**src/rtl/pmac_pkg.sv**
```systemverilog
package pmac_pkg;

    localparam int LANE_W = 16;
    localparam int LANES  = 2;
    localparam int ACC_W  = 40;
    localparam int LO_W   = 32;
    localparam int HI_W   = ACC_W - LO_W;
    localparam int SRC_W  = LANES * LANE_W;

    // Software write request toward one accumulator.
    typedef struct packed {
        logic            lo_we;
        logic            hi_we;
        logic [LO_W-1:0] data;
    } acc_wr_t;

    // Operand pair held in stage 1.
    typedef struct packed {
        logic             valid;
        logic [SRC_W-1:0] a;
        logic [SRC_W-1:0] b;
    } stage1_t;

    // Signed lane product, sign-extended to accumulator width.
    function automatic logic [ACC_W-1:0] lane_product(
        input logic [LANE_W-1:0] x,
        input logic [LANE_W-1:0] y
    );
        logic signed [2*LANE_W-1:0] p;
        logic signed [ACC_W-1:0]    e;
        p = $signed(x) * $signed(y);
        e = p;
        return e;
    endfunction

endpackage

```
**src/rtl/pmac_stage1.sv**
```systemverilog
module pmac_stage1
    import pmac_pkg::*;
#(
    parameter int W = SRC_W
) (
    input  logic         clk,
    input  logic         rst,
    input  logic         in_valid,
    input  logic [W-1:0] in_a,
    input  logic [W-1:0] in_b,
    output logic         s1_valid,
    output logic [W-1:0] s1_a,
    output logic [W-1:0] s1_b
);

    always_ff @(posedge clk) begin
        if (rst) begin
            s1_valid <= 1'b0;
            s1_a     <= '0;
            s1_b     <= '0;
        end else begin
            s1_valid <= in_valid;
            if (in_valid) begin
                s1_a <= in_a;
                s1_b <= in_b;
            end
        end
    end

    AST_CAPTURE_ONCE: assert property (@(posedge clk) disable iff (rst)
        in_valid |=> s1_valid);

    AST_NO_PHANTOM: assert property (@(posedge clk) disable iff (rst)
        !in_valid |=> !s1_valid);

endmodule

```
**src/rtl/pmac_lane.sv**
```systemverilog
module pmac_lane
    import pmac_pkg::*;
#(
    parameter int LW = LANE_W,
    parameter int AW = ACC_W,
    parameter int LOW = LO_W
) (
    input  logic          clk,
    input  logic          rst,
    input  logic          s2_valid,
    input  logic [LW-1:0] op_a,
    input  logic [LW-1:0] op_b,
    input  acc_wr_t       wr,
    output logic [AW-1:0] view
);

    localparam int HW = AW - LOW;

    logic [AW-1:0] acc_q;
    logic [AW-1:0] prod;

    assign prod = lane_product(op_a, op_b);

    always_ff @(posedge clk) begin
        if (rst) begin
            acc_q <= '0;
        end else if (s2_valid) begin
            acc_q <= acc_q + prod;
        end else begin
            if (wr.lo_we) acc_q[LOW-1:0]  <= wr.data;
            if (wr.hi_we) acc_q[AW-1:LOW] <= wr.data[HW-1:0];
        end
    end

    // Read view counts the operation currently in stage 2.
    assign view = acc_q + (s2_valid ? prod : '0);

    AST_RESET_CLEAR: assert property (@(posedge clk) disable iff (rst)
        $past(rst) |-> (acc_q == '0));

    AST_IDLE_HOLD: assert property (@(posedge clk) disable iff (rst)
        (!s2_valid && !wr.lo_we && !wr.hi_we) |=> $stable(acc_q));

    AST_TOP_KEPT: assert property (@(posedge clk) disable iff (rst)
        (!s2_valid && wr.lo_we && !wr.hi_we) |=> $stable(acc_q[AW-1:LOW]));

    AST_LOW_KEPT: assert property (@(posedge clk) disable iff (rst)
        (!s2_valid && !wr.lo_we && wr.hi_we) |=> $stable(acc_q[LOW-1:0]));

endmodule

```
**src/rtl/pmac_unit.sv**
```systemverilog
module pmac_unit
    import pmac_pkg::*;
(
    input  logic             clk,
    input  logic             rst,
    input  logic             mac_valid,
    input  logic [SRC_W-1:0] src_a,
    input  logic [SRC_W-1:0] src_b,
    input  logic             acc_sel,
    input  logic             lo_we,
    input  logic             hi_we,
    input  logic [LO_W-1:0]  wr_data,
    output logic [LO_W-1:0]  rd_lo,
    output logic [LO_W-1:0]  rd_hi
);

    localparam int SEL_W = (LANES > 1) ? $clog2(LANES) : 1;

    stage1_t       s1;
    logic [ACC_W-1:0] views [LANES];
    logic [ACC_W-1:0] rd_view;

    pmac_stage1 #(.W(SRC_W)) u_stage1 (
        .clk      (clk),
        .rst      (rst),
        .in_valid (mac_valid),
        .in_a     (src_a),
        .in_b     (src_b),
        .s1_valid (s1.valid),
        .s1_a     (s1.a),
        .s1_b     (s1.b)
    );

    for (genvar g = 0; g < LANES; g++) begin : g_lane
        acc_wr_t lane_wr;
        logic    hit;

        assign hit           = (SEL_W'(acc_sel) == SEL_W'(g));
        assign lane_wr.lo_we = lo_we && hit;
        assign lane_wr.hi_we = hi_we && hit;
        assign lane_wr.data  = wr_data;

        pmac_lane #(.LW(LANE_W), .AW(ACC_W), .LOW(LO_W)) u_lane (
            .clk      (clk),
            .rst      (rst),
            .s2_valid (s1.valid),
            .op_a     (s1.a[g*LANE_W +: LANE_W]),
            .op_b     (s1.b[g*LANE_W +: LANE_W]),
            .wr       (lane_wr),
            .view     (views[g])
        );
    end

    assign rd_view = views[acc_sel];
    assign rd_lo   = rd_view[LO_W-1:0];
    assign rd_hi   = {{(LO_W-HI_W){rd_view[ACC_W-1]}}, rd_view[ACC_W-1:LO_W]};

    AST_WRITE_YIELDS: assert property (@(posedge clk) disable iff (rst)
        (s1.valid && (lo_we || hi_we) && !mac_valid)
            |=> (rd_view == $past(rd_view)) || $changed(acc_sel));

endmodule

```
**config.mk**
```make
export PLATFORM = sky130hd
export DESIGN_NAME = pmac_unit
export DESIGN_NICKNAME = d
export VERILOG_FILES = /design/src/rtl/pmac_pkg.sv /design/src/rtl/pmac_stage1.sv /design/src/rtl/pmac_lane.sv /design/src/rtl/pmac_unit.sv
export SDC_FILE = /design/constraint.sdc
export NUM_CORES = 2
export LEC_CHECK = 0
export CORE_MARGIN = 2
export CORE_UTILIZATION = 25
export DETAILED_ROUTE_END_ITERATION = 8
export PLACE_DENSITY_LB_ADDON = 0.08
export SETUP_SLACK_MARGIN = 0.3
export SLEW_MARGIN = 5
export SYNTH_ARGS = -nofsm -noshare
export SYNTH_HDL_FRONTEND = slang
export SYNTH_SLANG_ARGS = --single-unit
```
**constraint.sdc**
```tcl
create_clock -name clk -period 30.4 [get_ports clk]
set_input_delay 6.08 -clock clk [delete_from_list [all_inputs] [get_ports clk]]
set_output_delay 6.08 -clock clk [all_outputs]
set_load 0.05 [all_outputs]
```
==> tab_implementation.tex <==
\begin{tabular}{lr}
\hline
Metric & Value \\
\hline
\multicolumn{2}{l}{\textbf{GRT}} \\
\quad GR Overflow Total & 0 \\
\quad Antenna violations before repair & 9 \\
\quad Pin count of the biggest net entering global routing & 158 \\
\quad Vias in the first global route & 28263 \\
\quad GRT Util Overall & 17.4\% \\
\quad Wire length of the first global-routing pass & 180000 um \\
\multicolumn{2}{l}{\textbf{Place}} \\
\quad Buffers on Ports & 165 \\
\quad Global placement routability congestion & 0.799 \\
\quad HPWL after detailed placement & 95900 um \\
\multicolumn{2}{l}{\textbf{CTS}} \\
\quad Count of H-tree levels built during CTS & 4 \\
\quad Later-pin clock latency in the skew report & 530 ps \\
\quad Worst-path clk slew & 80 ps \\
\quad Num CTS Buffers & 17 \\
\quad Sink Count & 145 \\
\quad Hold-fix buffer count after cts & 0 \\
\quad Clock tree from TritonCTS & yes \\
\quad Longest Clk Path Bufs & 2 \\
\quad Setup Fix Bufs, Post-CTS & 0 \\
\quad Gates resized, CTS repair & 0 \\
\quad Clock tree root driver cell & sky130\_fd\_sc\_hd\_\_clkbuf\_16 \\
\multicolumn{2}{l}{\textbf{Die}} \\
\quad Area of the core & 134000 um\^{}2 \\
\quad Standard-cell row count & 134 \\
\quad Die Ht & 371 um \\
\quad Horiz. Die Dim & 371 um \\
\quad Initial cell density of the core & 25.2\% \\
\quad Total die area & 138000 um\^{}2 \\
\quad Ports placed on the boundary & 166 \\
\multicolumn{2}{l}{\textbf{Logic synthesis}} \\
\quad Post-synthesis sequential element count & 145 \\
\quad FFs w/ async S/R, synth & 0\% \\
\quad Cell types occupying the most area after synthesis & sky130\_fd\_sc\_hd\_\_fa\_1 (31\%), sky130\_fd\_sc\_hd\_\_ha\_1 (11\%), sky130\_fd\_sc\_hd\_\_dfxtp\_1 (8.6\%) \\
\quad Yosys cell types & 79 \\
\quad Top cell type's share of synthesized area & 31.4\% \\
\quad Most frequent cells after synthesis & sky130\_fd\_sc\_hd\_\_inv\_1 (615), sky130\_fd\_sc\_hd\_\_fa\_1 (528), sky130\_fd\_sc\_hd\_\_nand2\_1 (339) \\
\quad Most instantiated library cell after synthesis & sky130\_fd\_sc\_hd\_\_inv\_1 \\
\quad Total of warnings raised by yosys & 0 \\
\quad Net count after synthesis & 4866 \\
\quad Number of standard cells after synthesis & 3932 \\
\quad Syn\_area\_per\_cell & 8.56 um\^{}2 \\
\quad Cell type with the highest aggregate area in the netlist & sky130\_fd\_sc\_hd\_\_fa\_1 \\
\quad Share of the yosys chip area belonging to registers & 8.62\% \\
\quad Number of enable-type register cells in the synthesized netlist & 0 \\
\quad Top FF cell, synth & sky130\_fd\_sc\_hd\_\_dfxtp\_1 \\
\quad Cell Area, Synth & 33700 um\^{}2 \\
\multicolumn{2}{l}{\textbf{Routing}} \\
\quad Initial detailed-routing violation count & 1361 \\
\quad Vias/cell & 4.65 \\
\quad Total Wirelength & 116000 um \\
\quad Total iterations of the first detailed-routing run & 5 \\
\quad Vias after detailed routing & 26739 \\
\quad Number of routed nets with antenna violations & 0 \\
\quad Remaining DRCs & 0 \\
\quad Wire per inst & 20.3 um \\
\multicolumn{2}{l}{\textbf{Power and ir drop}} \\
\quad VDD IR max & 0.0417 mV \\
\quad Power per Cell Area & 42.6 nW/um\^{}2 \\
\quad Static leakage & 18.4 nW \\
\quad Overall power after layout & 1.60 mW \\
\multicolumn{2}{l}{\textbf{Timing}} \\
\quad Fmax & 56.4 MHz \\
\quad Relative slew margins & 17.5\% \\
\quad Setup repair after global routing missed its margin & no \\
\quad Final min period & 17740 ps \\
\quad Transition time at the pin with the least slew margin & 1210 ps \\
\quad Share of the clock period used by the worst path after layout & 58.4\% \\
\quad Setup-violating endpoint count in the final report & 0 \\
\quad Total Negative Setup Slacks & 0 ps \\
\quad Hold Vio Cnt, Final & 0 \\
\quad Number of max-slew violations in the final report & 0 \\
\quad Worst Skew & 17.3 ps \\
\multicolumn{2}{l}{\textbf{Finish}} \\
\quad Post-synthesis to final-layout area growth & 11.6\% \\
\quad Share of cells above drive strength 1 & 2.34\% \\
\quad Total number of nets in the final design & 4893 \\
\multicolumn{2}{l}{\textbf{Worst setup path}} \\
\quad Setup crit start kind & flop \\
\quad Type of the worst setup path & reg -> out \\
\quad Maximum cell stage delay along the critical path & 970 ps \\
\quad Critical path's most frequent cell & sky130\_fd\_sc\_hd\_\_fa\_1 \\
\quad Beginning of the worst register-to-register path & u\_stage1.s1\_a[8] \\
\quad Data arrival time of the worst path & 11660 ps \\
\quad Register-to-Register Setup Slack & 20120 ps \\
\quad Critical-path top delay cell & sky130\_fd\_sc\_hd\_\_clkdlybuf4s50\_1 \\
\quad Required time of the critical path & 24320 ps \\
\quad FF-to-FF End & g\_lane[0].u\_lane.acc\_q[36] \\
\quad Endpoint type of the worst setup path & output pin \\
\quad Maximum net fanout on the critical path & 25 \\
\quad Worst Reg-to-Reg Cells & 32 \\
\multicolumn{2}{l}{\textbf{Run status}} \\
\quad Outcome & finished, final reports clean \\
\multicolumn{2}{l}{\textbf{Hold path}} \\
\quad Hold Path Stages & 2 \\
\quad Hold Path Sink & g\_lane[1].u\_lane.acc\_q[19] \\
\quad Start point of the worst hold path & g\_lane[1].u\_lane.acc\_q[19] \\
\quad Class of the tightest hold or removal check & reg -> reg \\
\multicolumn{2}{l}{\textbf{Job}} \\
\quad Maxcap violations & 0 \\
\hline
\end{tabular}
-- final cells by class --
type / count / area (um^2)
Fill cell: 14494 / 96100
Multi-Input combinational cell: 2994 / 27700
Sequential cell: 145 / 2910
Inverter: 615 / 2310
Tap cell: 1768 / 2210
Timing Repair Buffer: 186 / 1820
Clock buffer: 17 / 425
Clock inverter: 15 / 170
Antenna cell: 5 / 12.5
-- routing by layer --
layer / track usage (%) / routed length, um / vias up
li1: - / - / 12793
met4: 2.58 / 1120 / 0
met1: 26.2 / 60300 / 13504
met3: 2.17 / 3720 / 41
met5: 0 / 0 / -
met2: 26.8 / 51300 / 401
-- flip-flops by register name (all words and copies together), names as in the netlist --
name	count
g_lane.u_lane.acc_q	80
u_stage1.s1_a	32
u_stage1.s1_b	32
u_stage1.s1_valid	1
-- worst max-delay path by stage --
stage                                 start        end  slack, ps  depth (start not counted)
after floorplan            u_stage1.s1_b[7]  rd_hi[10]      14280                         34
after global placement    u_stage1.s1_a[15]   rd_hi[7]      13280                         34
after detailed placement  u_stage1.s1_a[15]   rd_hi[7]      13180                         34
after CTS                 u_stage1.s1_a[15]   rd_hi[7]      12520                         34
after global routing       u_stage1.s1_a[8]  rd_hi[26]      11870                         31
final                     u_stage1.s1_a[15]   rd_hi[7]      12660                         34
-- cells in the final DEF, fill, tap and decap left out, types with 50 or more instances in the layout --
cell type | Yosys | final
sky130_fd_sc_hd__xor2_1 | 74 | 74
sky130_fd_sc_hd__a211oi_1 | 111 | 111
sky130_fd_sc_hd__and3_1 | 50 | 50
sky130_fd_sc_hd__and2_1 | 317 | 317
sky130_fd_sc_hd__dfxtp_1 | 145 | 144
sky130_fd_sc_hd__fa_1 | 528 | 528
sky130_fd_sc_hd__o21ai_0 | 108 | 108
sky130_fd_sc_hd__a21oi_1 | 181 | 181
sky130_fd_sc_hd__nor2_1 | 223 | 223
sky130_fd_sc_hd__a21o_1 | 103 | 103
sky130_fd_sc_hd__clkdlybuf4s50_1 | 0 | 162
sky130_fd_sc_hd__mux2i_1 | 118 | 117
sky130_fd_sc_hd__inv_1 | 615 | 614
sky130_fd_sc_hd__nand2_1 | 339 | 338
sky130_fd_sc_hd__ha_1 | 304 | 304
sky130_fd_sc_hd__xnor2_1 | 119 | 119
-- logic make-up (layout without fill, tap and decap cells) --
kind of cell / count (synthesis) / after routing / share of synthesized area [%]
mux: 124 / 124 / 3.71
other cells: 0 / 5 / 0
xor+xnor: 194 / 194 / 5.09
compound gates: 689 / 689 / 13.5
simple gates: 1155 / 1155 / 17.3
flops: 145 / 145 / 8.62
fa+ha+maj: 832 / 832 / 42.7
buf+inv: 793 / 833 / 9.11
-- through the flow --
stage | instance area, um^2 | instances | setup WS, ps | hold WS, ps | util (%)
5_1_grt | 37600 | 5742 | 11870 | 573 | 28.1
4_1_cts | 37600 | 5740 | 12520 | 536 | 28.1
6_report | 37600 | 5745 | 12660 | 530 | 28.1
3_3_place_gp | 37000 | 5708 | 13280 | 515 | 27.7
2_1_floorplan | 33700 | 3932 | 14280 | 480 | -
3_5_place_dp | 37000 | 5708 | 13180 | 518 | 27.7
-- power by group --
group	leakage [nW]	total, mW	switching [mW]	internal [mW]
registers	1.20	0.261	0.0501	0.211
clock network	0.291	0.238	0.122	0.117
logic	16.9	1.10	0.679	0.422
-- worst max-delay path: cells and delay by family, from the launching register on --
family          cells  cell delay [ps]
compound gates      9             2010
simple gates        9             1830
mux                 1              760
xor+xnor            2              500
flops               1              850
fa+ha+maj           8             3710
buf+inv             5             1420
No activity file was read; power rests on OpenSTA's default activity.
